--- src/rtl/kww_pkg.sv ---
package kww_pkg;
    localparam int RATE_W   = 3;
    localparam int EXP_W    = 5;
    localparam int RATE_LSB = 0;
    localparam int WIN_BIT  = 3;
    localparam int FRZ_BIT  = 4;
    localparam int MASK_BIT = 7;
    localparam logic [EXP_W-1:0] EXP_LONGEST = 5'd24;

    typedef struct packed {
        logic [RATE_W-1:0] rate;
        logic              window;
        logic              freeze;
    } cfg_t;

    typedef struct packed {
        cfg_t cfg;
        logic locked;
    } cfg_state_t;

    function automatic logic [EXP_W-1:0] rate_to_exp(input logic [RATE_W-1:0] rate);
        logic [EXP_W-1:0] e;
        case (rate)
            3'd6:    e = 5'd23;
            3'd7:    e = 5'd24;
            default: e = EXP_W'(14 + 2 * (int'(rate) - 1));
        endcase
        return e;
    endfunction
endpackage

--- src/rtl/kww_cfg_reg.sv ---
module kww_cfg_reg
    import kww_pkg::*;
#(
    parameter int DATA_W = 8
) (
    input  logic              clk,
    input  logic              rst_n,
    input  logic              special_mode,
    input  logic              wr_en,
    input  logic [DATA_W-1:0] wr_data,
    output cfg_t              cfg_q,
    output logic              restart
);
    cfg_state_t st_d, st_q;
    logic       unused_bits;

    assign unused_bits = ^wr_data;

    always_comb begin
        st_d    = st_q;
        restart = 1'b0;
        if (wr_en) begin
            st_d.cfg.freeze = wr_data[FRZ_BIT];
            if (!st_q.cfg.freeze && wr_data[FRZ_BIT]) begin
                restart = 1'b1;
            end
            if (!wr_data[MASK_BIT] && (special_mode || !st_q.locked)) begin
                st_d.cfg.rate   = wr_data[RATE_LSB +: RATE_W];
                st_d.cfg.window = wr_data[WIN_BIT];
                if (!special_mode) begin
                    st_d.locked = 1'b1;
                end
                if (wr_data[RATE_LSB +: RATE_W] != '0) begin
                    restart = 1'b1;
                end
            end
        end
    end

    always_ff @(posedge clk or negedge rst_n) begin
        if (!rst_n) st_q <= '0;
        else        st_q <= st_d;
    end

    assign cfg_q = st_q.cfg;

    // a locked register ignores rate and window in normal mode
    p_lock_holds_r5: assert property (@(posedge clk) disable iff (!rst_n)
        (wr_en && !special_mode && st_q.locked)
        |=> ($stable(st_q.cfg.rate) && $stable(st_q.cfg.window)));

    // a masked write keeps rate and window
    p_mask_holds_r4: assert property (@(posedge clk) disable iff (!rst_n)
        (wr_en && wr_data[MASK_BIT])
        |=> ($stable(st_q.cfg.rate) && $stable(st_q.cfg.window)));
endmodule

--- src/rtl/kww_counter.sv ---
module kww_counter
    import kww_pkg::*;
#(
    parameter int CNT_W = 24
) (
    input  logic             clk,
    input  logic             rst_n,
    input  logic             tick,
    input  logic             run,
    input  logic             clear,
    input  logic [EXP_W-1:0] exp_sel,
    output logic             window_open,
    output logic             expire
);
    localparam int SPAN_W = CNT_W + 1;

    logic [CNT_W-1:0]  cnt_d, cnt_q;
    logic [SPAN_W-1:0] span, last, win_lo;

    assign span   = SPAN_W'(1) << exp_sel;
    assign last   = span - SPAN_W'(1);
    assign win_lo = span - (span >> 2);

    always_comb begin
        cnt_d  = cnt_q;
        expire = 1'b0;
        if (clear) begin
            cnt_d = '0;
        end else if (run && tick) begin
            if ({1'b0, cnt_q} >= last) begin
                expire = 1'b1;
                cnt_d  = '0;
            end else begin
                cnt_d = cnt_q + CNT_W'(1);
            end
        end
    end

    assign window_open = {1'b0, cnt_q} >= win_lo;

    always_ff @(posedge clk or negedge rst_n) begin
        if (!rst_n) cnt_q <= '0;
        else        cnt_q <= cnt_d;
    end

    // no tick, no progress
    p_no_tick_hold_r8: assert property (@(posedge clk) disable iff (!rst_n)
        (!clear && !tick) |=> $stable(cnt_q));

    // a stopped counter holds
    p_frozen_hold_r9: assert property (@(posedge clk) disable iff (!rst_n)
        (!clear && !run) |=> $stable(cnt_q));

    // a restart zeroes the count
    p_clear_zero_r3: assert property (@(posedge clk) disable iff (!rst_n)
        clear |=> (cnt_q == '0));
endmodule

--- src/rtl/kww_key_check.sv ---
module kww_key_check #(
    parameter int              DATA_W   = 8,
    parameter logic [DATA_W-1:0] ARM_KEY  = 8'h55,
    parameter logic [DATA_W-1:0] FIRE_KEY = 8'hAA
) (
    input  logic              clk,
    input  logic              rst_n,
    input  logic              wr_en,
    input  logic [DATA_W-1:0] wr_data,
    input  logic              window_on,
    input  logic              window_open,
    input  logic              clear,
    output logic              service_ok,
    output logic              fault
);
    logic armed_d, armed_q;

    always_comb begin
        armed_d    = armed_q;
        service_ok = 1'b0;
        fault      = 1'b0;
        if (clear) begin
            armed_d = 1'b0;
        end else if (wr_en) begin
            if (window_on && !window_open) begin
                fault   = 1'b1;
                armed_d = 1'b0;
            end else if (wr_data == ARM_KEY) begin
                armed_d = 1'b1;
            end else if (wr_data == FIRE_KEY && armed_q) begin
                armed_d    = 1'b0;
                service_ok = 1'b1;
            end else begin
                fault   = 1'b1;
                armed_d = 1'b0;
            end
        end
    end

    always_ff @(posedge clk or negedge rst_n) begin
        if (!rst_n) armed_q <= 1'b0;
        else        armed_q <= armed_d;
    end

    // an accepted arming key leaves the checker armed
    p_arm_sticks_r6: assert property (@(posedge clk) disable iff (!rst_n)
        (wr_en && !clear && !fault && wr_data == ARM_KEY) |=> armed_q);
endmodule

--- src/rtl/keyed_window_watchdog.sv ---
module keyed_window_watchdog
    import kww_pkg::*;
#(
    parameter int                DATA_W   = 8,
    parameter int                CNT_W    = 24,
    parameter logic [DATA_W-1:0] ARM_KEY  = 8'h55,
    parameter logic [DATA_W-1:0] FIRE_KEY = 8'hAA
) (
    input  logic              clk,
    input  logic              rst_n,
    input  logic              osc_tick,
    input  logic              special_mode,
    input  logic              debug_active,
    input  logic              ctl_we,
    input  logic [DATA_W-1:0] ctl_wdata,
    input  logic              svc_we,
    input  logic [DATA_W-1:0] svc_wdata,
    output logic              rst_req,
    output logic [2:0]        cfg_rate,
    output logic              cfg_window,
    output logic              cfg_freeze
);
    cfg_t             cfg;
    logic             cfg_restart, enabled, override, window_on, run;
    logic             cnt_clear, key_clear, window_open, expire, service_ok, fault;
    logic [EXP_W-1:0] exp_sel;
    logic             rst_d, rst_q;

    kww_cfg_reg #(.DATA_W(DATA_W)) u_cfg (
        .clk(clk), .rst_n(rst_n), .special_mode(special_mode),
        .wr_en(ctl_we), .wr_data(ctl_wdata),
        .cfg_q(cfg), .restart(cfg_restart)
    );

    assign enabled   = cfg.rate != '0;
    assign override  = enabled && debug_active && !cfg.freeze && special_mode;
    assign exp_sel   = override ? EXP_LONGEST : rate_to_exp(cfg.rate);
    assign window_on = cfg.window && !override;
    assign run       = enabled && !(cfg.freeze && debug_active);
    assign key_clear = rst_q || !enabled;
    assign cnt_clear = key_clear || cfg_restart || service_ok;

    kww_counter #(.CNT_W(CNT_W)) u_cnt (
        .clk(clk), .rst_n(rst_n), .tick(osc_tick), .run(run),
        .clear(cnt_clear), .exp_sel(exp_sel),
        .window_open(window_open), .expire(expire)
    );

    kww_key_check #(.DATA_W(DATA_W), .ARM_KEY(ARM_KEY), .FIRE_KEY(FIRE_KEY)) u_key (
        .clk(clk), .rst_n(rst_n), .wr_en(svc_we), .wr_data(svc_wdata),
        .window_on(window_on), .window_open(window_open), .clear(key_clear),
        .service_ok(service_ok), .fault(fault)
    );

    always_comb begin
        rst_d = !rst_q && (expire || fault);
    end

    always_ff @(posedge clk or negedge rst_n) begin
        if (!rst_n) rst_q <= 1'b0;
        else        rst_q <= rst_d;
    end

    assign rst_req    = rst_q;
    assign cfg_rate   = cfg.rate;
    assign cfg_window = cfg.window;
    assign cfg_freeze = cfg.freeze;

    // the request is a single-cycle pulse
    p_single_pulse_r12: assert property (@(posedge clk) disable iff (!rst_n)
        rst_req |=> !rst_req);

    // an unknown key value triggers a reset request
    p_bad_key_r6: assert property (@(posedge clk) disable iff (!rst_n)
        (svc_we && cfg_rate != '0 && !rst_req && svc_wdata != ARM_KEY && svc_wdata != FIRE_KEY)
        |=> rst_req);

    // a disabled watchdog never requests reset
    p_disabled_quiet_r1: assert property (@(posedge clk) disable iff (!rst_n)
        (cfg_rate == '0) |=> !rst_req);
endmodule

--- config.mk ---
export PLATFORM = sky130hd
export DESIGN_NAME = keyed_window_watchdog
export DESIGN_NICKNAME = d
export VERILOG_FILES = /design/src/rtl/kww_pkg.sv /design/src/rtl/kww_cfg_reg.sv /design/src/rtl/kww_counter.sv /design/src/rtl/kww_key_check.sv /design/src/rtl/keyed_window_watchdog.sv
export SDC_FILE = /design/constraint.sdc
export NUM_CORES = 1
export LEC_CHECK = 0
export BUFFER_PORTS_ARGS = -buffer_cell sky130_fd_sc_hd__buf_2
export CORE_UTILIZATION = 57
export CTS_CLUSTER_SIZE = 16
export DETAILED_ROUTE_END_ITERATION = 6
export PLACE_DENSITY = 0.75
export SLEW_MARGIN = 40
export SYNTH_ARGS = -nofsm -noshare
export SYNTH_HDL_FRONTEND = slang
export SYNTH_HIERARCHICAL = 1
export SYNTH_SLANG_ARGS = --single-unit
--- constraint.sdc ---
create_clock -name clk -period 5.92 [get_ports clk]
set_input_delay 1.184 -clock clk [delete_from_list [all_inputs] [get_ports clk]]
set_output_delay 1.184 -clock clk [all_outputs]
set_load 0.005 [all_outputs]
==> results_dict.tcl <==
set metrics [dict create \
    place_ws_ns -1.170 \
    drive_above_1_share 0.3736 \
    start_util 0.5839 \
    grt.busiest_layer "met2" \
    sequentialPowerShare 0.079 \
    synth_area_leaders "ha_1, dfrtp_1, nand2_1" \
    gp_congestion 0.9317 \
    synth_top_area_share 0.2025 \
    clock_sinks 32 \
    cts_tree "built" \
    synth_top_area_cell "ha_1" \
    cellLeakagePower_nw 3.531 \
    dieWidth_um 96.29 \
    grt_overflow 0 \
    utilization 0.8323 \
    timing.slew.headroom 0.4496 \
    irDropWorstVdd_v 0.0002327 \
    synth.net_count 767 \
    cp.buffers_inverters 2 \
    cts-htree-levels 2 \
    regArea_um2 800.8 \
    powerDensity_mw_per_mm2 428.1 \
    final_antenna_net_count 0 \
    avgSynthCellArea_um2 7.666 \
    clkPwrFrac 0.076 \
    cts_buffer_depth 2 \
    cp_slowest_cell "a2111o_1" \
    wl_per_cell_um 19.70 \
    drt_iter0_drc 525 \
    worst_slew_pin_slew_ns 0.8193 \
    status "complete, but fails checks" \
    synth_edf_count 0 \
    power.net_switching_mw 1.486 \
    rsz0062_at_grt "true" \
    p_int_mw 1.606 \
    row_count 34 \
    core_area_mm2 0.008678 \
    synth.distinct_cells 74 \
    finalCriticalPeriod_ns 6.807 \
    grt.total_usage 0.3773 \
    grt_pass1_vias 5702 \
    max_stage_delay_ns 0.39 \
    multi_input_area_mm2 0.004546 \
    pwr-share-comb 0.845 \
    nets 932 \
    cts_inserted_buffers 5 \
    place_area_mm2 0.006397 \
    synth_flop_cell "dfrtp_1" \
    use_met2 0.6738 \
    antenna_found_initial 0 \
    final_area_mm2 0.007223 \
    worst_setup_path_start_kind "primary input" \
    final_cell_mix "buf_4, ha_1, nand2_1, inv_1, a21oi_1" \
    cts_hold_buf 0 \
    clk_latency_ns 0.29 \
    ys_ff_latch 32 \
    slew_viol_final 0 \
    hpwl_mm 12.42 \
    via_per_inst 6.417 \
    final_common_cell "buf_4" \
    synthArstFlopShare 1.000 \
    drcViolationCount 0 \
    drv_cap 0 \
    finalCritPeriodShare 1.150 \
    ios 29 \
    crit_path_frequent_cell "o21ai_1" \
    worstPathArrival_ns 7.02 \
    nFillCells 509 \
    yosysWarningCount 6 \
    num_vias 6000 \
    required_ns 6.13 \
    crit_family "compound AO/OA/AOI/OAI gates" \
    hold_slack_ns 0.4585 \
    netlist_area_mm2 0.005067 \
    cp-end-kind "register" \
    grt_max_degree 35 \
    cp_max_fo 5 \
    dieHeight_um 96.29 \
    fmax_mhz 146.9 \
    grt_first_pass_wirelength_mm 26.78 \
    dieArea_mm2 0.009271 \
    io_buffers 26 \
    skew_ns 0.008664 \
    hold_viol_final 0 \
    worstSetupPathType "primary input to register" \
    clock-root-buffer "clkbuf_8" \
    clk_pin_slew_ns 0.07 \
    timing.final.ws_setup_ns -0.8874 \
    yosysSeqAreaShare 0.1580 \
    area_growth_syn_to_layout_pct 42.54 \
    routed_wl_mm 18.42 \
    setup_viol 26 \
    n_antenna_cell 0 \
    met3_usage 0.04581 \
    switching_share 0.4806 \
    synthCells 661 \
    first_pass_iters 5 \
    violations "negative setup slack" \
    hold_class "register to register" \
    globalRouteMet1Util 0.4400 \
]
-- cell usage after synthesis, drive strengths merged (4+ instances only) --
| library cell | count |
|---|---|
| nand2b | 12 |
| xor2 | 17 |
| a21o | 12 |
| o211ai | 7 |
| dfrtp | 32 |
| nand4 | 15 |
| xnor2 | 10 |
| o31ai | 5 |
| nor3b | 4 |
| nor2 | 40 |
| and3 | 11 |
| nor4 | 10 |
| a21oi | 44 |
| buf | 12 |
| mux2i | 8 |
| or2 | 7 |
| inv | 41 |
| ha | 82 |
| nand3 | 30 |
| mux2 | 5 |
| a31oi | 14 |
| o21ai | 34 |
| clkbuf | 18 |
| nor3 | 18 |
| and2 | 6 |
| o21a | 14 |
| nor2b | 11 |
| a22oi | 5 |
| nand2 | 80 |
| a211oi | 5 |
-- worst register-to-register path, delay by kind of cell, from the launching register on --
family	cells	cell delay, ns
compound gates	14	2.54
fa+ha+maj	3	0.75
buf+inv	2	0.20
flops	1	0.39
mux	1	0.33
simple gates	10	2.38
-- routing by layer --
metal  vias up  routed length, µm
met5         -                  0
met4         0                993
met3        98               1265
met2       296               9157
met1      2849               7002
li1       2757                  -
-- state kept, by name, indices dropped and copies added, names as in the netlist --
signal,flops
u_cfg/cfg_q,5
u_cnt/cnt_q,24
rst_req,1
u_key/armed_q,1
u_cfg/st_q,1
-- stage by stage --
stage	cells	total power [mW]	TNS (ns)
after floorplan	661	1.510	-7.794
after global placement	907	2.321	-24.00
after detailed placement	907	2.404	-27.78
after CTS	929	2.789	-16.89
after global routing	935	3.271	-23.72
final	935	3.092	-20.30
-- worst paths after layout --
| kind | slack [ns] | end | start | depth (start not counted) |
|---|---|---|---|---|
| min in group asynchronous | 0.83 | u_cnt/cnt_q[3] | rst_n | 1 |
| setup / recovery | -0.89 | u_cnt/cnt_q[17] | special_mode | 29 |
| max in group asynchronous | 4.78 | u_cnt/cnt_q[7] | rst_n | 1 |
| hold / removal | 0.46 | rst_req | rst_req | 1 |
| setup reg to reg | -0.76 | u_cnt/cnt_q[17] | u_cfg/cfg_q[2] | 30 |
| hold reg to reg | 0.46 | rst_req | rst_req | 1 |
-- final cells by class --
type / count / share of cell area
clock buffer: 7 / 0.01334
clock inverter: 1 / 0.004157
inverter: 41 / 0.02165
multi-input combinational: 559 / 0.6293
sequential: 32 / 0.1109
tap: 108 / 0.01871
timing repair buffer: 187 / 0.2020
-- power groups by stage --
| stage | logic, mW | clock network [mW] | registers, mW |
|---|---|---|---|
| 2_1_floorplan | 1.27 | 0 | 0.240 |
| 3_3_place_gp | 2.07 | 0 | 0.246 |
| 3_5_place_dp | 2.16 | 0 | 0.247 |
| 4_1_cts | 2.31 | 0.236 | 0.243 |
| 5_1_grt | 2.78 | 0.244 | 0.246 |
| 6_report | 2.61 | 0.236 | 0.244 |
-- logic make-up after synthesis --
logic type	count (synthesis)	share of synthesized area
adders and majority gates	83	0.2064
muxes	13	0.02988
buffers and inverters	71	0.05975
xor gates and xnor gates	27	0.04667
AOI/OAI and AO/OA	173	0.2299
and+or+nand+nor	262	0.2694
DFF	32	0.1580
-- timing repair --
item | 4_1_cts | 5_1_grt
gates resized for setup | 66 | 58
setup buffers | 12 | 7
pin swaps | 40 | 34
gates cloned | 2 | 0
setup endpoints to repair | 26 | 26
No activity file was read; power rests on OpenSTA's default activity.
